File: src/rtl/i2cm_pkg.sv
package i2cm_pkg;
    localparam logic [3:0] DEV_TYPE = 4'b1010;

    typedef enum logic [2:0] {
        S_IDLE, S_SEL, S_AHI, S_ALO, S_WDAT, S_RDAT
    } phase_e;

    typedef struct packed {
        phase_e     ph;
        logic [3:0] bcnt;
        logic [7:0] sh;
        logic [7:0] tx;
        logic [7:0] ahi;
        logic       ack;
        logic       lock;
        logic       arm;
        logic       sda;
        logic       commit;
    } ctl_t;
endpackage

File: src/rtl/i2cm_sel_match.sv
module i2cm_sel_match (
    input  logic [6:0] sel_bits,
    input  logic [2:0] chip_sel,
    input  logic       busy,
    output logic       hit
);
    import i2cm_pkg::*;
    always_comb begin
        hit = (sel_bits[6:3] == DEV_TYPE) && (sel_bits[2:0] == chip_sel) && !busy;
    end
endmodule

File: src/rtl/i2cm_addr_ctr.sv
module i2cm_addr_ctr #(
    parameter int AW = 13,
    parameter int PW = 5
) (
    input  logic          clk,
    input  logic          rst_n,
    input  logic          load,
    input  logic [AW-1:0] load_val,
    input  logic          inc_page,
    input  logic          inc_full,
    output logic [AW-1:0] addr_o
);
    logic [AW-1:0] addr_d, addr_q;

    always_comb begin
        addr_d = addr_q;
        if (load)
            addr_d = load_val;
        else if (inc_page)
            addr_d = {addr_q[AW-1:PW], addr_q[PW-1:0] + 1'b1};
        else if (inc_full)
            addr_d = addr_q + 1'b1;
    end

    always_ff @(posedge clk or negedge rst_n) begin
        if (!rst_n) addr_q <= '0;
        else        addr_q <= addr_d;
    end

    assign addr_o = addr_q;

    a_r4_page_bound: assert property (@(posedge clk) disable iff (!rst_n)
        (inc_page && !load) |=> (addr_q[AW-1:PW] == $past(addr_q[AW-1:PW])));
endmodule

File: src/rtl/i2cm_slave.sv
module i2cm_slave #(
    parameter int AW = 13,
    parameter int PW = 5
) (
    input  logic          clk,
    input  logic          rst_n,
    input  logic          start_evt,
    input  logic          stop_evt,
    input  logic          rise_evt,
    input  logic          rise_sda,
    input  logic          fall_evt,
    input  logic [2:0]    chip_sel,
    input  logic          wr_lock,
    input  logic          busy,
    output logic [AW-1:0] rd_addr,
    input  logic [7:0]    rd_data,
    output logic          wb_we,
    output logic [AW-1:0] wb_addr,
    output logic [7:0]    wb_data,
    output logic          wb_clear,
    output logic          wr_commit,
    output logic          sda_low
);
    import i2cm_pkg::*;

    localparam logic [3:0] LAST_BIT = 4'd7;
    localparam logic [3:0] ACK_SLOT = 4'd8;

    ctl_t q, n;
    logic          sel_hit;
    logic [7:0]    full_byte;
    logic [15:0]   full_addr;
    logic [AW-1:0] cur_addr;
    logic          ld_addr, inc_full;

    assign full_byte = {q.sh[6:0], rise_sda};
    assign full_addr = {q.ahi, q.sh};

    i2cm_sel_match u_sel (
        .sel_bits (full_byte[7:1]),
        .chip_sel (chip_sel),
        .busy     (busy),
        .hit      (sel_hit)
    );

    assign ld_addr  = rise_evt && (q.bcnt == ACK_SLOT) && (q.ph == S_ALO) && !start_evt && !stop_evt;
    assign inc_full = rise_evt && (q.bcnt == ACK_SLOT) && (q.ph == S_RDAT) && !start_evt && !stop_evt;
    assign wb_we    = rise_evt && (q.bcnt == LAST_BIT) && (q.ph == S_WDAT) && !q.lock
                      && !start_evt && !stop_evt;
    assign wb_clear = ld_addr;

    i2cm_addr_ctr #(.AW(AW), .PW(PW)) u_ctr (
        .clk      (clk),
        .rst_n    (rst_n),
        .load     (ld_addr),
        .load_val (full_addr[AW-1:0]),
        .inc_page (wb_we),
        .inc_full (inc_full),
        .addr_o   (cur_addr)
    );

    assign rd_addr   = cur_addr;
    assign wb_addr   = cur_addr;
    assign wb_data   = full_byte;
    assign wr_commit = q.commit;
    assign sda_low   = q.sda;

    always_comb begin
        n        = q;
        n.commit = 1'b0;
        if (start_evt) begin
            n.ph   = S_SEL;
            n.bcnt = '0;
            n.sda  = 1'b0;
            n.arm  = 1'b0;
            n.lock = wr_lock;
        end else if (stop_evt) begin
            n.commit = q.arm;
            n.ph     = S_IDLE;
            n.bcnt   = '0;
            n.sda    = 1'b0;
            n.arm    = 1'b0;
        end else begin
            if (q.ph == S_SEL || q.ph == S_AHI || q.ph == S_ALO)
                n.lock = q.lock | wr_lock;
            if (rise_evt && q.ph != S_IDLE) begin
                if (q.bcnt != ACK_SLOT) begin
                    n.sh   = full_byte;
                    n.bcnt = q.bcnt + 4'd1;
                    if (q.bcnt != 4'd0) n.arm = 1'b0;
                    if (q.bcnt == LAST_BIT) begin
                        unique case (q.ph)
                            S_SEL:         n.ack = sel_hit;
                            S_AHI, S_ALO:  n.ack = 1'b1;
                            S_WDAT:        n.ack = !q.lock;
                            default:       n.ack = 1'b0;
                        endcase
                    end
                end else begin
                    n.bcnt = '0;
                    n.arm  = 1'b0;
                    unique case (q.ph)
                        S_SEL:   n.ph = !q.sda ? S_IDLE : (q.sh[0] ? S_RDAT : S_AHI);
                        S_AHI: begin
                            n.ahi = q.sh;
                            n.ph  = S_ALO;
                        end
                        S_ALO:   n.ph  = S_WDAT;
                        S_WDAT:  n.arm = q.ack;
                        S_RDAT:  if (rise_sda) n.ph = S_IDLE;
                        default: n.ph = S_IDLE;
                    endcase
                end
            end
            if (fall_evt) begin
                if (q.bcnt != 4'd0) n.arm = 1'b0;
                if (q.ph == S_IDLE)
                    n.sda = 1'b0;
                else if (q.bcnt == ACK_SLOT)
                    n.sda = (q.ph != S_RDAT) && q.ack && !(q.ph == S_SEL && busy);
                else if (q.ph == S_RDAT) begin
                    if (q.bcnt == 4'd0) begin
                        n.tx  = rd_data;
                        n.sda = !rd_data[7];
                    end else begin
                        n.sda = !q.tx[3'd7 - q.bcnt[2:0]];
                    end
                end else
                    n.sda = 1'b0;
            end
        end
    end

    always_ff @(posedge clk or negedge rst_n) begin
        if (!rst_n) q <= '{ph: S_IDLE, default: '0};
        else        q <= n;
    end

    a_r2_standby_quiet: assert property (@(posedge clk) disable iff (!rst_n)
        (q.ph == S_IDLE) |-> !sda_low);
    a_r7_busy_no_ack: assert property (@(posedge clk) disable iff (!rst_n)
        (q.ph == S_SEL && busy && fall_evt && !start_evt && !stop_evt) |=> !sda_low);
    a_r6_commit_on_stop: assert property (@(posedge clk) disable iff (!rst_n)
        wr_commit |-> $past(stop_evt));
    a_r12_start_resync: assert property (@(posedge clk) disable iff (!rst_n)
        start_evt |=> (q.ph == S_SEL && q.bcnt == 4'd0 && !sda_low));
    a_r9_release_ack_slot: assert property (@(posedge clk) disable iff (!rst_n)
        (q.ph == S_RDAT && q.bcnt == ACK_SLOT && fall_evt && !start_evt && !stop_evt) |=> !sda_low);
endmodule

File: config.mk
export PLATFORM = sky130hd
export DESIGN_NAME = i2cm_slave
export DESIGN_NICKNAME = d
export VERILOG_FILES = /design/src/rtl/i2cm_pkg.sv /design/src/rtl/i2cm_sel_match.sv /design/src/rtl/i2cm_addr_ctr.sv /design/src/rtl/i2cm_slave.sv
export SDC_FILE = /design/constraint.sdc
export NUM_CORES = 1
export LEC_CHECK = 0
export BUFFER_PORTS_ARGS = -buffer_cell sky130_fd_sc_hd__buf_2
export CORE_MARGIN = 2
export CORE_UTILIZATION = 36
export DETAILED_ROUTE_END_ITERATION = 16
export PLACE_DENSITY = 0.58
export SYNTH_ARGS = -nofsm -noshare
export SYNTH_HDL_FRONTEND = slang
export SYNTH_SLANG_ARGS = --single-unit
File: constraint.sdc
create_clock -name clk -period 6 [get_ports clk]
set_clock_uncertainty 0.2 [all_clocks]
set_input_delay 1.2 -clock clk [delete_from_list [all_inputs] [get_ports clk]]
set_output_delay 1.2 -clock clk [all_outputs]
set_load 0.01 [all_outputs]
Word level (Yosys, flattened, before mapping) --
Cells that the tools add are included.
Word-level totals: flip-flop bits (word level) 49, input port bits 20, output and inout port bits 38, word-level logic and storage cells 115
Cells by class: add/sub/neg operators 4, order comparisons 1, equality and inequality tests 16, muxes and demuxes 32, bitwise gates (word level) 6, reductions and logical operators 44
Operators with widths (number):
- $mux W13 | 3
- $logic_and A1 B1 Y1 | 18
- $mux W15 | 1
- $mux W3 | 5
- $pmux W3 S5 | 1
- $mux W1 | 14
- $mux W7 | 2
- $add A13 B1 Y13 const B | 1
- $reduce_bool A3 Y1 | 4
- $reduce_and A5 Y1 | 2
- $ne A3 B3 Y1 const B | 3
- $eq A4 B4 Y1 const B | 2
- $mux W8 | 1
- $ne A4 B4 Y1 const B | 2
- $reduce_and A4 Y1 | 2
- $logic_not A1 Y1 | 7
- $reduce_and A7 Y1 | 1
- $eq A3 B2 Y1 const B | 2
- $eq A3 B3 Y1 const B | 2
- $add A5 B1 Y5 const B | 1
- $not A1 Y1 | 5
- $add A4 B1 Y4 const B | 1
- $eq A4 B3 Y1 const B | 1
- $logic_not A4 Y1 | 1
- other kinds (17) | 21

Longest topological paths before layout --
Gate-level depths: netlist of run 1.
word-level depth 11, depth in mapped cells 9, gate-level depth less buffers 7

Hierarchy --
Synthesis of run 1 repeated with hierarchy kept, for this count alone.
Unflattened totals: cell total of the unflattened synthesis 252, area, all modules 2610.0 um2
Modules (own cells, without submodules):
- i2cm_slave | instances 1, cells an instance 169, area each 1821.7 um2
- i2cm_addr_ctr | instances 1, cells an instance 77, area each 730.7 um2
- i2cm_sel_match | instances 1, cells an instance 6, area each 57.6 um2

Least setup slack after synthesis of run 1 --
Ideal clock, no wire load.
kind input to output, start point in start_evt, end point out wb_clear, arrival time 2230 ps, required time 4600 ps, slack 2370 ps, stages on the path 5, path buffers 3, cell sequence buf_6 > nor3b_1 > and3_1 > clkbuf_1 > buf_2
Between the ends: word-level cells in the longest chain between the ends 3
Ends and longest elaborated chain:
- start: declaration | RTL line i2cm_slave.sv:7 | input logic start_evt,
- $logic_not A1 Y1 | RTL line i2cm_slave.sv:46 | assign ld_addr = rise_evt && (q.bcnt == ACK_SLOT) && (q.ph == S_ALO) && !start_evt && !stop_evt;
- $logic_and A1 B1 Y1 (2 in series) | RTL line i2cm_slave.sv:46
- end: declaration | RTL line i2cm_slave.sv:20 | output logic wb_clear,
No other way between the ends.

Worst setup path after layout of run 1 --
Ends and elaborated chain as after synthesis.

==> metrics, run 1 <==
status completed; min Tclk post-route 3950 ps; layout cells sized above 1 0.272; Post-synth EDFFs 0; antenna violations before repair 0; Routed Antenna Nets 0; Area Overhead vs Synth 10.3%; I/O Buffers 57; Synth Net Count 314; Die X-Extent 91.0 um; worst slew pin tran 1060 ps; cell leakage power 1.45 nW; Power Density 219 nW/um^2; CP max stage delay 570 ps; DR iter-0 viols 139; Post-Route WL 6.38 mm; Critical-path top delay cell and3_1; die area 8290 um^2; via density per instance 5.31; most common cell after layout, fill and taps aside buf_2; sequential share of the synthesized area 0.422; hold buffer count at cts 0; fmax 253 MHz; crit-path cells buf_2 -> nor3b_1 -> and3_1 -> buf_2; FF-to-FF setup slack 3330 ps; clk root buf clkbuf_8; period utilization 0.658; most common flop cell mapped by yosys dfrtp_1; CP most frequent cell buf_2; worst-skew pair later-pin latency 300 ps; Final Setup Violations 0; post-synthesis mux area share 0.0858; dominant cells by area after synthesis dfrtp_1, mux2_2, buf_4; nets@finish 345; RSZ-0062 raised after global routing false; grt ovf 0; main combinational cell family by area after synthesis simple AND/OR/NAND/NOR gates; Async S/R FF share, synth 1.00; compound-cell area share of the yosys netlist 0.122; post-CTS setup buffers 0; Post-Synth Simple-Gate Area 0.238; top cell type's share of synthesized area 0.422; # Max-Cap Violations 0; post-cts gate resize count 0; vias post-DR 2241; Cell Area, Synth 2730 um^2; post-synth cell types 55; non-filler cells, final 422; crit path DAT 2550 ps; CTS Sinks 46; Crit Path Max Fanout 17; Post-route DRC 0; Yosys warnings 0; Setup TNS Final 0 ps; crit path buf inv count 2; most frequent cells in the layout buf_2, dfrtp_1, nand2_1; HPWL Detailed 4.59 mm; Yosys reg bits 46; io pins 58; first-pass GRT wire length 11.0 mm; worst vdd ir 87.7 uV; CTS tree built; Min-Delay Path Class register to register; CP endpoint kind output pin; pin count of the biggest net entering global routing 47; GRT Overall Usage 0.164; Gate Count Post-Synth 291; standard-cell rows 31; CORE AREA 7290 um^2; crit path launch type input pin; htree depth 2; average size of a mapped cell 9.37 um^2; critical path class input pin to output pin; design area 3010 um^2; number of global-route vias before repair 2177; placed instance count 414; Hold Fails Final Rpt 0; Die Span Y 91.0 um; Worst-path clk slew 90 ps; PnR Total Power 0.658 mW; post-synthesis xor/xnor area fraction 0.0257; post-synthesis adder-cell area fraction 0.0138; Final Max Tran Viols 0; Min Hold Slack 306 ps; DR pass1 iterations 4; DP Area 2910 um^2; Ant. Diodes 0; placer congestion estimate 0.881; clk buf depth 2; Num CTS Buffers 5; wire length per cell 15.1 um; leading area contributor after synthesis dfrtp_1; cell family with most CP delay simple AND/OR/NAND/NOR gates; Rel. slew slack 0.287; Initial Utilization 0.374; Crit path required time 4600 ps
-- flip-flops by register name, summed over array words and instances (netlist names) --
name          count
full_addr         6
q                18
sda_low           1
u_ctr.addr_o     13
wb_data           7
wr_commit         1
-- where the power goes --
group          internal [mW]  switching [mW]
sequential             0.328          0.0407
combinational         0.0376          0.0491
clock                 0.0928           0.109
-- worst reg2reg max path: cells and delay by family, from the launching register on --
kind | cells | cell delay, ps
flops | 1 | 620
simple gates | 2 | 980
compound gates | 3 | 750
-- metal layers --
layer | up-vias | wire length [um] | global-route usage
met5 | - | 0 | 0
met4 | 0 | 73 | 0.0606
met3 | 8 | 276 | 0.0282
met2 | 59 | 2840 | 0.243
met1 | 1093 | 3190 | 0.238
li1 | 1081 | - | -
-- final cells by class --
| cell class | instances | area (um^2) |
|---|---|---|
| clock buffer | 6 | 82.6 |
| timing repair buffer | 58 | 293 |
| multi-input combinational | 205 | 1320 |
| fill | 751 | 4290 |
| sequential | 46 | 1150 |
| tap | 99 | 124 |
| clock inverter | 2 | 12.5 |
| inverter | 6 | 22.5 |
-- stage by stage --
step	setup slack [ps]	util
finish	2050	0.412
global route	1890	0.412
CTS	2060	0.412
detailed placement	2070	0.399
global placement	2110	0.399
floorplan	2370	-
-- Yosys cell counts (2+ instances only) --
master and instances:
nor2b_1 6, dfrtp_1 46, a31oi_1 5, nand4_1 4
mux2i_1 2, nor3_2 2, o21ai_0 17, a22o_1 2
mux4_2 2, buf_2 5, or3_1 3, and3_1 4
nor4_1 2, nor2_1 16, nor3_1 4, buf_6 2
and2_1 4, inv_1 6, nor3b_1 3, o211ai_1 3
clkbuf_1 4, buf_4 22, or4_1 2, and4_1 2
ha_1 3, nand2_1 43, xor2_1 6, a32o_1 2
and3b_1 2, xnor2_1 2, a21oi_1 9, nand2b_1 6
mux2_2 15, nand3_1 14
-- final timing paths --
check | depth (start not counted) | startpoint | end
setup reg to reg | 5 | q[33] | u_ctr.addr_o[10]
setup / recovery | 4 | start_evt | wb_clear
hold reg to reg | 1 | q[18] | q[18]
min in group asynchronous | 2 | rst_n | q[35]
hold / removal | 1 | q[18] | q[18]
max in group asynchronous | 2 | rst_n | sda_low
-- cells by family (layout without fill, tap and decap cells) --
kind of cell / after synthesis / count (layout)
xor gates and xnor gates: 8 / 8
and+or+nand+nor: 124 / 124
adders and majority gates: 3 / 3
buffers and inverters: 40 / 72
DFF: 46 / 46
muxes: 19 / 19
AOI/OAI and AO/OA: 51 / 51
(Power assumes the default switching activity.)
==> run 2, diff against run 1 <==
clock period = 4.09 ns   (was 6 ns; I/O delays follow)
==> metrics, run 2 (synthesis gave the netlist of run 1 again) <==
HPWL Detailed 4.68 mm; clk root buf clkbuf_8; critical path class input pin to output pin; status completed; Crit path required time 3070 ps; Power Density 359 nW/um^2; DR top layer met4; Reg power frac 0.494; Initial Utilization 0.374; Internal 0.797 mW; via density per instance 5.30; crit path launch type input pin; worst-skew pair later-pin latency 310 ps; Num CTS Buffers 5; io pins 58; filler cell count in the final layout 753; Setup TNS Final 0 ps; cell leakage power 1.48 nW; Die X-Extent 91.0 um; Core Util, Final 0.419; Min-Delay Path Class register to register; DR pass1 iterations 4; Met3 Routed Length 223 um; GRT Overall Usage 0.165; Rel. slew slack 0.296; CP endpoint kind output pin; nets@finish 345; vias post-DR 2237; RSZ-0062 raised after global routing false; layout cells sized above 1 0.272; Die Span Y 91.0 um; Most flops, register q; crit path DAT 1970 ps; number of global-route vias before repair 2173; Hold Fails Final Rpt 0; CORE AREA 7290 um^2; Final Max Tran Viols 0; Gate power share 0.116; Routed Antenna Nets 0; pin count of the biggest net entering global routing 47; most common cell after layout, fill and taps aside buf_2; post-cts gate resize count 0; pre-CTS WS 1110 ps; PnR worst setup slack 1100 ps; CTS Sinks 46; Final Setup Violations 0; die area 8290 um^2; wl on met1 3.15 mm; post-CTS setup buffers 0; Post-Route WL 6.44 mm; worst vdd ir 155 uV; fmax 334 MHz; I/O Buffers 57; max FFs per register 18; placer congestion estimate 0.831; Area Overhead vs Synth 12.0%; Post-route DRC 0; most frequent cells in the layout buf_2, dfrtp_1, nand2_1; standard-cell rows 31; wire length per cell 15.3 um; first-pass GRT wire length 11.1 mm; Crit Path Max Fanout 17; clk buf depth 2; Switching Fraction 0.273; fraction of power consumed by the clock network 0.390; # Max-Cap Violations 0; antenna violations before repair 0; grt ovf 0; Worst-path clk slew 90 ps; hold buffer count at cts 0; min Tclk post-route 2990 ps; DR iter-0 viols 169; met2 WL post-DR 2.97 mm; worst slew pin tran 1060 ps; Ant. Diodes 0; htree depth 2; P_sw 0.300 mW; period utilization 0.731; CTS tree built
==> run 2: critical path, stage by stage <==
cell	delay (ps)
buf_2	150
nor3b_1	420
and3_1	220
buf_4	200
buf_2	160
==> run 2: metrics by stage <==
step / std cells / instance area, um^2 / power (mW) / hold WS [ps]
2_1_floorplan: 291 / 2730 / 0.636 / 244
3_3_place_gp: 414 / 2910 / 0.678 / 272
3_5_place_dp: 414 / 2910 / 0.681 / 280
4_1_cts: 422 / 3050 / 1.10 / 303
5_1_grt: 422 / 3050 / 1.15 / 326
6_report: 422 / 3050 / 1.10 / 291
==> run 2: worst paths after layout <==
path | slack (ps) | start | cells after the start | end
worst max-delay path | 1100 | start_evt | 5 | wb_clear
worst min-delay path | 290 | full_addr[7] | 2 | full_addr[7]
worst max register to register | 1420 | q[33] | 5 | u_ctr.addr_o[10]
worst min register to register | 290 | full_addr[7] | 2 | full_addr[7]
max in group asynchronous | 2540 | rst_n | 1 | u_ctr.addr_o[1]
min in group asynchronous | 480 | rst_n | 1 | wr_commit
==> run 2: cell type report <==
type	count	area, um^2	share of cell area
sequential	46	1150	0.377
tap	99	124	0.0406
multi-input combinational	205	1320	0.433
inverter	6	22.5	0.00737
clock inverter	2	60.1	0.0197
timing repair buffer	58	293	0.0959
clock buffer	6	82.6	0.0270
==> run 2: per-layer routing <==
metal  up-vias  GRT usage
li1       1080          -
met3         8     0.0340
met1      1101      0.235
met2        48      0.252
met4         0     0.0530
met5         -          0
==> run 2: power by group through the flow <==
stage / registers [mW] / clock network, mW / logic [mW]
final: 0.542 / 0.428 / 0.127
after global routing: 0.548 / 0.453 / 0.145
after CTS: 0.542 / 0.431 / 0.130
after detailed placement: 0.551 / 0 / 0.130
after global placement: 0.551 / 0 / 0.127
after floorplan: 0.519 / 0 / 0.117
==> run 3, diff against run 2 <==
clock period = 3.1 ns   (was 4.09 ns; I/O delays follow)
==> metrics, run 3 (synthesis gave the netlist of run 1 again) <==
Final Setup Violations 0; layout cells sized above 1 0.276; antenna violations before repair 0; Setup TNS Final 0 ps; I/O Buffers 57; post-cts gate resize count 0; cell leakage power 1.47 nW; crit path DAT 1790 ps; Initial Utilization 0.374; CTS tree built; GRT Overall Usage 0.163; Rel. slew slack 0.357; HPWL Detailed 4.82 mm; critical path class register to output pin; grt ovf 0; Hold Fails Final Rpt 0; fmax 384 MHz; htree depth 2; Routed Antenna Nets 0; Post-route DRC 0; CP endpoint kind output pin; Min-Delay Path Class input pin to asynchronous set/reset pin; Power Density 421 nW/um^2; number of global-route vias before repair 2162; RSZ-0062 raised after global routing false; most common cell after layout, fill and taps aside buf_2; status completed; CTS Sinks 46; Most flops, register q; min Tclk post-route 2610 ps; hold buffer count at cts 0; post-CTS setup buffers 0; most frequent cells in the layout buf_2, dfrtp_1, nand2_1; worst vdd ir 258 uV; Worst-path clk slew 90 ps; placer congestion estimate 0.851; Final Max Tran Viols 0; die area 8290 um^2; DR iter-0 viols 166; Die X-Extent 91.0 um; clk root buf clkbuf_8; worst-skew pair later-pin latency 300 ps; pin count of the biggest net entering global routing 28; Area Overhead vs Synth 11.0%; worst slew pin tran 960 ps; CORE AREA 7290 um^2; Crit path required time 2280 ps; first-pass GRT wire length 10.9 mm; Ant. Diodes 0; max FFs per register 18; period utilization 0.841; io pins 58; PnR Total Power 1.27 mW; # Max-Cap Violations 0; wire length per cell 15.1 um; nets@finish 348; Crit Path Max Fanout 7; Num CTS Buffers 5; crit path launch type register; clk buf depth 2; Die Span Y 91.0 um; DR pass1 iterations 4; Post-Route WL 6.44 mm; standard-cell rows 31; via density per instance 5.30; vias post-DR 2252
## run 3: power by group
group | total [mW] | switching [mW] | internal [mW]
Clock | 0.384 | 0.204 | 0.180
Combinational | 0.184 | 0.107 | 0.0772
Sequential | 0.705 | 0.0694 | 0.635
Total | 1.27 | 0.380 | 0.893
## run 3: critical path: stages, from the launching register on
cell     delay (ps)
dfrtp_1         480
inv_1            90
ha_1            210
and4b_1         250
and3_1          280
buf_2           170
## run 3: per-layer routing
metal,vias up,GRT usage,wire [um],part of all wire
met5,-,0,0,0
met4,0,0.0467,80,0.012
met3,6,0.0282,335,0.052
met2,63,0.256,3030,0.47
met1,1103,0.231,2990,0.46
li1,1080,-,-,-
## run 3: worst paths after layout
check	start	to	slack [ps]	cells after the start
worst min register to register	full_addr[7]	full_addr[7]	290	2
worst min-delay path	rst_n	wr_commit	50	1
worst max-delay path	q[29]	wb_clear	490	5
worst max register to register	q[29]	u_ctr.addr_o[10]	610	7
min in group clk	full_addr[7]	full_addr[7]	290	2
max in group asynchronous	rst_n	full_addr[7]	1930	2
## run 3: area by class of cell
cell class,count,area [um^2]
Clock buffer,7,86.3
Clock inverter,1,5.00
Fill cell,783,4270
Inverter,6,22.5
Multi-Input combinational cell,205,1320
Sequential cell,46,1150
Tap cell,99,124
Timing Repair Buffer,61,315
## run 3: per-stage QoR
| stage | std cells | hold WS, ps | worst slack, ps | area [um^2] | util |
|---|---|---|---|---|---|
| floorplan | 291 | 124 | 630 | 2730 | - |
| global placement | 417 | 260 | 393 | 2930 | 0.402 |
| detailed placement | 417 | 275 | 353 | 2930 | 0.402 |
| CTS | 425 | 82.9 | 464 | 3030 | 0.415 |
| global route | 425 | 98.8 | 344 | 3030 | 0.415 |
| finish | 425 | 53.2 | 494 | 3030 | 0.415 |
